File: src/rtl/pwm_pair_pkg.sv
package pwm_pair_pkg;
  localparam int CODE_W = 4;
  localparam int SEL_W  = 3;
  localparam logic [SEL_W-1:0] SEL_EXT = 3'd7;

  typedef logic [CODE_W-1:0] clk_code_t;

  // Partner code: keep own period group, follow the written timebase
  function automatic clk_code_t follow_code(clk_code_t own, clk_code_t written);
    return {own[CODE_W-1], written[SEL_W-1:0]};
  endfunction
endpackage

File: src/rtl/pwm_pair_cfg.sv
module pwm_pair_cfg
  import pwm_pair_pkg::*;
(
  input  logic                  clk_i,
  input  logic                  rst_ni,
  input  logic                  wr_i,
  input  logic [1:0]            ch_i,
  input  logic                  en_i,
  input  clk_code_t             code_i,
  output logic [1:0]            en_o,
  output logic [1:0][CODE_W-1:0] code_o,
  output logic [SEL_W-1:0]      sel_o
);
  logic       wr_ok;
  logic       wr_idx;
  logic [1:0] en_q;
  logic [1:0][CODE_W-1:0] code_q;

  assign wr_ok  = wr_i && ((ch_i == 2'd1) || (ch_i == 2'd2));
  assign wr_idx = ch_i[1];

  for (genvar i = 0; i < 2; i++) begin : g_reg
    always_ff @(posedge clk_i or negedge rst_ni) begin
      if (!rst_ni) begin
        en_q[i]   <= 1'b0;
        code_q[i] <= '0;
      end else if (wr_ok) begin
        if (wr_idx == 1'(i)) begin
          en_q[i]   <= en_i;
          code_q[i] <= code_i;
        end else begin
          code_q[i] <= follow_code(code_q[i], code_i);
        end
      end
    end
  end

  assign en_o   = en_q;
  assign code_o = code_q;
  assign sel_o  = code_q[0][SEL_W-1:0];
endmodule

File: src/rtl/pwm_pair_timebase.sv
module pwm_pair_timebase
  import pwm_pair_pkg::*;
(
  input  logic             clk_i,
  input  logic             rst_ni,
  input  logic [SEL_W-1:0] sel_i,
  input  logic             ext_clk_i,
  output logic             tick_o
);
  localparam int PRE_W = 7;  // largest internal divide is 2^7

  logic [PRE_W-1:0] pre_cnt;
  logic [PRE_W-1:0] mask;
  logic ext_meta, ext_sync, ext_prev;

  always_ff @(posedge clk_i or negedge rst_ni) begin
    if (!rst_ni) begin
      pre_cnt  <= '0;
      ext_meta <= 1'b0;
      ext_sync <= 1'b0;
      ext_prev <= 1'b0;
    end else begin
      pre_cnt  <= pre_cnt + PRE_W'(1);
      ext_meta <= ext_clk_i;
      ext_sync <= ext_meta;
      ext_prev <= ext_sync;
    end
  end

  // sel 6 shifts out to zero, so the mask becomes all ones
  assign mask = (PRE_W'(1) << (sel_i + 3'd1)) - PRE_W'(1);

  always_comb begin
    if (sel_i == SEL_EXT) tick_o = ext_sync && !ext_prev;
    else                  tick_o = (pre_cnt & mask) == mask;
  end
endmodule

File: src/rtl/pwm_pair_chan.sv
module pwm_pair_chan #(
  parameter int SHORT_W = 8,
  parameter int LONG_W  = 15
) (
  input  logic              clk_i,
  input  logic              rst_ni,
  input  logic              tick_i,
  input  logic              en_i,
  input  logic              long_i,
  input  logic [LONG_W-1:0] duty_i,
  output logic              pwm_o,
  output logic              act_en_o,
  output logic              act_long_o,
  output logic [LONG_W-1:0] cnt_o
);
  localparam logic [LONG_W-1:0] SHORT_LAST = LONG_W'((1 << SHORT_W) - 1);

  logic              act_en, act_long, pwm_q, last, bnd;
  logic [LONG_W-1:0] act_duty, cnt, cmp;

  always_comb begin
    last = act_long ? (cnt == '1) : (cnt == SHORT_LAST);
    bnd  = !act_en || (tick_i && last);
    cmp  = act_long ? act_duty : LONG_W'(act_duty[LONG_W-1 -: SHORT_W]);
  end

  always_ff @(posedge clk_i or negedge rst_ni) begin
    if (!rst_ni) begin
      act_en   <= 1'b0;
      act_long <= 1'b0;
      act_duty <= '0;
      cnt      <= '0;
      pwm_q    <= 1'b0;
    end else begin
      if (bnd) begin
        act_en   <= en_i;
        act_long <= long_i;
        act_duty <= duty_i;
        cnt      <= '0;
      end else if (tick_i) begin
        cnt <= cnt + LONG_W'(1);
      end
      pwm_q <= act_en && (cnt < cmp);
    end
  end

  assign pwm_o      = pwm_q;
  assign act_en_o   = act_en;
  assign act_long_o = act_long;
  assign cnt_o      = cnt;
endmodule

File: src/rtl/pwm_pair.sv
module pwm_pair
  import pwm_pair_pkg::*;
#(
  parameter int SHORT_W = 8,
  parameter int LONG_W  = 15
) (
  input  logic              clk_i,
  input  logic              rst_ni,
  input  logic              cfg_wr_i,
  input  logic [1:0]        cfg_ch_i,
  input  logic              cfg_en_i,
  input  logic [3:0]        cfg_code_i,
  input  logic [LONG_W-1:0] duty_a_i,
  input  logic [LONG_W-1:0] duty_b_i,
  input  logic              ext_clk_i,
  output logic              pwm_a_o,
  output logic              pwm_b_o
);
  logic [1:0]              en, act_en, act_long, pwm;
  logic [1:0][CODE_W-1:0]  code;
  logic [1:0][LONG_W-1:0]  duty, cnt;
  logic [SEL_W-1:0]        sel;
  logic                    tick;

  assign duty = {duty_b_i, duty_a_i};

  pwm_pair_cfg u_cfg (
    .clk_i  (clk_i),
    .rst_ni (rst_ni),
    .wr_i   (cfg_wr_i),
    .ch_i   (cfg_ch_i),
    .en_i   (cfg_en_i),
    .code_i (cfg_code_i),
    .en_o   (en),
    .code_o (code),
    .sel_o  (sel)
  );

  pwm_pair_timebase u_tb (
    .clk_i     (clk_i),
    .rst_ni    (rst_ni),
    .sel_i     (sel),
    .ext_clk_i (ext_clk_i),
    .tick_o    (tick)
  );

  for (genvar i = 0; i < 2; i++) begin : g_ch
    pwm_pair_chan #(.SHORT_W(SHORT_W), .LONG_W(LONG_W)) u_ch (
      .clk_i      (clk_i),
      .rst_ni     (rst_ni),
      .tick_i     (tick),
      .en_i       (en[i]),
      .long_i     (code[i][CODE_W-1]),
      .duty_i     (duty[i]),
      .pwm_o      (pwm[i]),
      .act_en_o   (act_en[i]),
      .act_long_o (act_long[i]),
      .cnt_o      (cnt[i])
    );
  end

  assign pwm_a_o = pwm[0];
  assign pwm_b_o = pwm[1];
endmodule

File: config.mk
export PLATFORM = sky130hd
export DESIGN_NAME = pwm_pair
export DESIGN_NICKNAME = d
export VERILOG_FILES = /design/src/rtl/pwm_pair_pkg.sv /design/src/rtl/pwm_pair_cfg.sv /design/src/rtl/pwm_pair_timebase.sv /design/src/rtl/pwm_pair_chan.sv /design/src/rtl/pwm_pair.sv
export SDC_FILE = /design/constraint.sdc
export NUM_CORES = 1
export LEC_CHECK = 0
export BUFFER_PORTS_ARGS = -buffer_cell sky130_fd_sc_hd__buf_2
export CAP_MARGIN = 20
export CORE_UTILIZATION = 30
export CTS_BUF_LIST = sky130_fd_sc_hd__clkbuf_8
export CTS_CLUSTER_DIAMETER = 40
export DETAILED_ROUTE_END_ITERATION = 10
export SLEW_MARGIN = 5
export SYNTH_ARGS = -nofsm -noshare
export SYNTH_HDL_FRONTEND = slang
export SYNTH_SLANG_ARGS = --single-unit
File: constraint.sdc
create_clock -name clk_i -period 8.9 [get_ports clk_i]
set_input_delay 1.78 -clock clk_i [delete_from_list [all_inputs] [get_ports clk_i]]
set_output_delay 1.78 -clock clk_i [all_outputs]
set_load 0.05 [all_outputs]
==> results.cfg, run 1 <==
[run_status]
outcome = finished clean

[clocking]
clk_latency_ns = 0.36
h-tree-depth = 3
cts_resized = 0
cts_tree = done
hold_buffers = 0
cts_sinks = 83
clk_pin_slew_worst_paths_ns = 0.08
cts_made_buffers = 9
cts_setup_buffers = 0
cts_root_buf = clkbuf_8
clockBufferDepth = 2

[logic_synthesis]
ys_top_cells_by_count = 83 x dfrtp_1, 38 x mux2_2, 36 x nand2_1
yosysMostFrequentCell = dfrtp_1
async_reset_ff_frac = 1.00
synth_mux_area_frac = 0.141
synth_area_leaders = dfrtp_1 44%, mux2_2 9.1%, ha_1 8.8%
syn_nets = 507
yosysTopAreaCell = dfrtp_1
synth_top_area_share = 0.444
synth_top_family_by_area = simple AND/OR/NAND/NOR gates
yosysUniqueCellTypes = 50
synthFlopType = dfrtp_1
netlist_instances = 433
syn_area_per_cell_um2 = 10.8
syn-cell-area_um2 = 4680
ys_seq_area_frac = 0.444
yosys_warnings = 0
synth-simple-area-share = 0.153
synth_edf_count = 0
ys_ff_latch = 83
synth_compound_area_frac = 0.127
synthAdderAreaFrac = 0.0883
synth_xor_area_frac = 0.0187

[global_route]
grt_overflow = 0
grt_pass1_vias = 3605
antenna_found_initial = 0
grt_pass1_wl_um = 16900
track_usage = 0.129
grt_max_degree = 84

[routing]
routed_wl_um = 9680
initialDrtViolationCount = 172
top_layer = met4
routed-wl-met2_um = 4810
postRouteAntennaNets = 0
wirelength_met1_um = 4530
wl_per_cell_um = 14.5
drt_pass1_iterations = 5
wl_met3_um = 192
num_vias = 3491
vias_per_cell = 5.23
drc = 0

[setup_path]
r2r_cells = 13
required_ns = 9.13
crit_arrival_ns = 4.66
startpoint = u_cfg.code_o[0]$_DFFE_PN0P_
cp-end-kind = flop
crit_type = reg -> reg
r2r-start = u_cfg.code_o[0]$_DFFE_PN0P_
startpoint_type = flop
crit_fanout = 43
endpoint = g_ch[1].u_ch.act_duty[8]$_DFFE_PN0P_
r2r_end = g_ch[1].u_ch.act_duty[8]$_DFFE_PN0P_
r2r_setup_slack_ns = 4.48

[power_and_ir_drop]
p_total_w = 0.00121
p_per_area_nw_per_um2 = 228
ir_drop_uv = 80.7
leakage_nw = 2.38

[layout]
n_antenna_cell = 0
seqCellArea_um2 = 2080
drive_gt1_frac = 0.221
multiInputGateArea_um2 = 2470
final_nets = 549
final_core_util = 0.350
nFillCells = 1517
area_growth_pct = 13.7

[floorplan]
start_util = 0.308
die_w_um = 127
core_area_um2 = 15200
dieArea_um2 = 16100
rows = 45
dieHeight_um = 127
io-pin-count = 43

[timing]
tightest_slew_ns = 0.761
period_needed_ns = 4.42
drv_slew = 0
setup_viol = 0
clock_skew_ns = 0.0132
whs_ns = 0.366
rsz0062_at_grt = no
finalSetupTns_ns = 0
relSlewSlack = 0.493
finalCritPeriodShare = 0.497
finalHoldViolCount = 0
fmax_mhz = 226
fin_ws_ns = 4.48

[worst_hold_path]
hold_path.class = reg -> reg

[placed_design]
pre_cts_slack_ns = 4.48
gp_congestion = 0.787
port_buffers = 42
hpwlAfterDp_um = 6960

[flow_run]
drv.max_cap_violation_count = 0
placed cells by master (no fill, tap or decap), types with 4 or more instances in the layout:
cell      Yosys  final
nand3b_1      4      4
nand2b_1      8      8
or3_1         4      4
or4_1        15     15
buf_4         2      4
nor2_1       18     18
xnor2_1       8      8
o21a_1        5      5
o21ai_0       8      8
buf_2         2     41
clkbuf_8      0     10
and3_1        6      6
nand3_1      12     12
a21o_1        8      8
ha_1         33     33
mux2i_1      22     22
a21oi_1      28     28
dfrtp_1      83     83
nand4_1      11     11
o31ai_1      15     15
nor4_1        6      6
nand2_1      36     36
mux2_2       38     38
inv_1        15     16
state kept, by name, summed over array words and instances (netlist names):
name	flops
g_ch.u_ch.act_long_o	2
u_cfg.code_o	5
g_ch.u_ch.cnt_o	30
u_cfg.en_o	2
g_ch.u_ch.act_duty	30
u_tb.ext_sync	1
u_tb.ext_meta	1
u_tb.pre_cnt	7
u_tb.ext_prev	1
g_ch.u_ch.act_en_o	2
g_ch.u_ch.pwm_o	2
worst max-delay path: stages (launching register included):
cell,delay (ns)
dfrtp_1,0.47
nand2_1,0.18
inv_1,0.09
ha_1,0.46
inv_1,0.14
nand2_1,0.09
ha_1,0.26
nor2_1,0.07
and3_1,0.18
or4_4,0.55
o31a_4,0.52
o31ai_4,0.59
buf_4,0.33
mux2_2,0.36
logic make-up after synthesis:
group | count (synthesis)
compound gates | 84
xor+xnor | 10
fa+ha+maj | 33
buf+inv | 30
flops | 83
mux | 61
simple gates | 132
routing by layer:
metal / up-vias / GRT usage
met3: 15 / 0.0228
met2: 41 / 0.224
met5: - / 0
li1: 1703 / -
met1: 1732 / 0.161
met4: 0 / 0.0469
stage by stage:
stage / cell area (um^2) / instances
floorplan: 4680 / 433
CTS: 5290 / 666
global route: 5320 / 667
finish: 5320 / 667
global placement: 5070 / 651
detailed placement: 5070 / 651
worst min-delay path by stage:
stage                                  from                      end  cells past startpoint
floorplan           u_tb.ext_meta$_DFF_PN0_  u_tb.ext_sync$_DFF_PN0_                      0
global placement    u_tb.ext_meta$_DFF_PN0_  u_tb.ext_sync$_DFF_PN0_                      0
detailed placement  u_tb.ext_meta$_DFF_PN0_  u_tb.ext_sync$_DFF_PN0_                      0
CTS                 u_tb.ext_meta$_DFF_PN0_  u_tb.ext_sync$_DFF_PN0_                      0
global route        u_tb.ext_meta$_DFF_PN0_  u_tb.ext_sync$_DFF_PN0_                      0
finish              u_tb.ext_meta$_DFF_PN0_  u_tb.ext_sync$_DFF_PN0_                      0
where the power goes:
group	switching, W	internal [W]	total [W]
clock	0.000134	0.000163	0.000297
sequential	0.0000984	0.000460	0.000558
combinational	0.000173	0.000185	0.000358
total	0.000405	0.000808	0.00121
layout make-up:
cell class,instances,share of cell area
Clock inverter,5,0.0148
Clock buffer,10,0.0259
Multi-Input combinational cell,320,0.464
Inverter,15,0.0106
Timing Repair Buffer,46,0.0494
Tap cell,188,0.0442
Sequential cell,83,0.391
Note: power is estimated with default switching activity, not from simulation.
==> inputs of run 2 (changes only) <==
==> constraint.sdc (replaced) <==
create_clock -name clk_i -period 4 [get_ports clk_i]
set_input_delay 0.8 -clock clk_i [delete_from_list [all_inputs] [get_ports clk_i]]
set_output_delay 0.8 -clock clk_i [all_outputs]
set_load 0.05 [all_outputs]
==> run 2 against run 1 <==
Effect of this change:
- setup slack worse by 4.2 ns
- clock power up 130%
- worst hold slack got worse by 0.083 ns
- sequential power grew 120%
- sequential share of layout area shrank 0.22 points
- combinational power grew 130%
- core utilization up 0.20 points
- count of clock-buffer cells in the layout grew 1
- sequential cell count unchanged
- largest cell class unchanged
- highest routed layer unchanged
==> results.cfg, run 2 (synthesis results as in run 1) <==
[timing]
relSlewSlack = 0.494
fmax_mhz = 266
fin_ws_ns = 0.239
drv_slew = 0
finalHoldViolCount = 0
rsz0062_at_grt = no
tightest_slew_ns = 0.759
setup_viol = 0
clock_skew_ns = 0.0128
finalCritPeriodShare = 0.940
period_needed_ns = 3.76
finalSetupTns_ns = 0

[global_route]
antenna_found_initial = 0
grt_pass1_wl_um = 16700
grt_pass1_vias = 3564
grt_overflow = 0
track_usage = 0.130
grt_max_degree = 84

[layout]
fin_area_um2 = 5350
final_cell_mix = 83 x dfrtp_1, 41 x buf_2, 38 x mux2_2, 36 x nand2_1, 33 x ha_1
final_common_cell = dfrtp_1
final_cells = 670
final_core_util = 0.352
seqCellArea_um2 = 2080
nFillCells = 1525
final_nets = 551
area_growth_pct = 14.3
drive_gt1_frac = 0.226
n_antenna_cell = 0
multiInputGateArea_um2 = 2470

[placed_design]
pre_cts_slack_ns = 0.169
port_buffers = 42
dp_cells = 653
gp_congestion = 0.856
hpwlAfterDp_um = 7050
dpl-instance-area_um2 = 5090

[clocking]
cts_tree = done
cts_made_buffers = 9
h-tree-depth = 3
cts_setup_buffers = 0
cts_sinks = 83
cts_root_buf = clkbuf_8
clk_latency_ns = 0.36
clockBufferDepth = 2
clk_pin_slew_worst_paths_ns = 0.09

[setup_path]
crit_arrival_ns = 4.04
crit_fanout = 23
r2r_end = g_ch[1].u_ch.cnt_o[8]$_DFFE_PN0P_
r2r_setup_slack_ns = 0.24
crit_type = reg -> reg
r2r-start = u_cfg.code_o[0]$_DFFE_PN0P_
r2r_cells = 13
cp-end-kind = flop
required_ns = 4.28
startpoint_type = flop

[floorplan]
core_area_um2 = 15200
die_w_um = 127
start_util = 0.308
io-pin-count = 43
dieArea_um2 = 16100
rows = 45
dieHeight_um = 127

[routing]
wl_per_cell_um = 14.6
vias_per_cell = 5.15
initialDrtViolationCount = 144
drt_pass1_iterations = 4
routed_wl_um = 9750
num_vias = 3448
drc = 0
postRouteAntennaNets = 0

[worst_hold_path]
hold_path.class = in -> async

[power_and_ir_drop]
p_per_area_nw_per_um2 = 512
ir_drop_uv = 177
leakage_nw = 2.40

[run_status]
outcome = finished clean

[flow_run]
drv.max_cap_violation_count = 0
[run 2: worst max-delay path by stage]
stage | startpoint | to | slack (ns) | depth (start not counted)
2_1_floorplan | u_cfg.code_o[0]$_DFFE_PN0P_ | g_ch[0].u_ch.act_duty[0]$_DFFE_PN0P_ | 0.28 | 14
3_3_place_gp | u_cfg.code_o[0]$_DFFE_PN0P_ | g_ch[0].u_ch.act_duty[4]$_DFFE_PN0P_ | 0.31 | 13
3_5_place_dp | u_cfg.code_o[0]$_DFFE_PN0P_ | g_ch[0].u_ch.act_duty[8]$_DFFE_PN0P_ | 0.17 | 13
4_1_cts | u_cfg.code_o[0]$_DFFE_PN0P_ | g_ch[0].u_ch.act_duty[8]$_DFFE_PN0P_ | 0.16 | 13
5_1_grt | u_cfg.code_o[0]$_DFFE_PN0P_ | g_ch[1].u_ch.cnt_o[8]$_DFFE_PN0P_ | 0.04 | 13
6_report | u_cfg.code_o[0]$_DFFE_PN0P_ | g_ch[1].u_ch.cnt_o[8]$_DFFE_PN0P_ | 0.24 | 13
[run 2: cell type report]
cell class              instances  area share
multi-input cells             320       0.462
clock buffers                  11      0.0283
clock inverters                 5      0.0143
well taps                     188      0.0440
flip-flops and latches         83       0.388
repair buffers                 48      0.0526
inverters                      15      0.0105
[run 2: through the flow]
stage,total power (W),hold slack (ns)
after global placement,0.00201,0.340
final,0.00274,0.283
after global routing,0.00293,0.286
after CTS,0.00277,0.380
after detailed placement,0.00207,0.363
after floorplan,0.00182,0.331
[run 2: where the power goes]
group          switching, W  total [W]  internal, W
Combinational      0.000392   0.000809     0.000417
Clock              0.000303   0.000685     0.000383
Sequential         0.000221    0.00124      0.00102
Total              0.000916    0.00274      0.00182
[run 2: timing repair]
item                                   in CTS  in global routing
endpoints found under the hold margin       0                  0
resized for setup                           0                  1
setup endpoints to repair                   0                 17
hold buffers                                0                  0
[run 2: worst max-delay path, cell delays in order, from the launching register on]
cell and delay, ns:
dfrtp_1 0.46, nand2_1 0.17, inv_1 0.08, ha_1 0.29, inv_1 0.07, nand2_1 0.07, ha_1 0.25, nor2_1 0.07
and3_1 0.18, or4_4 0.55, o31a_4 0.41, buf_4 0.24, or4b_2 0.67, a21boi_0 0.17
[run 2: metal layers]
| metal | up-vias | wire [um] | global-route usage |
|---|---|---|---|
| met5 | - | 0 | 0 |
| met4 | 0 | 134 | 0.0518 |
| met3 | 11 | 226 | 0.0224 |
| met2 | 44 | 4920 | 0.225 |
| met1 | 1695 | 4480 | 0.159 |
| li1 | 1698 | - | - |
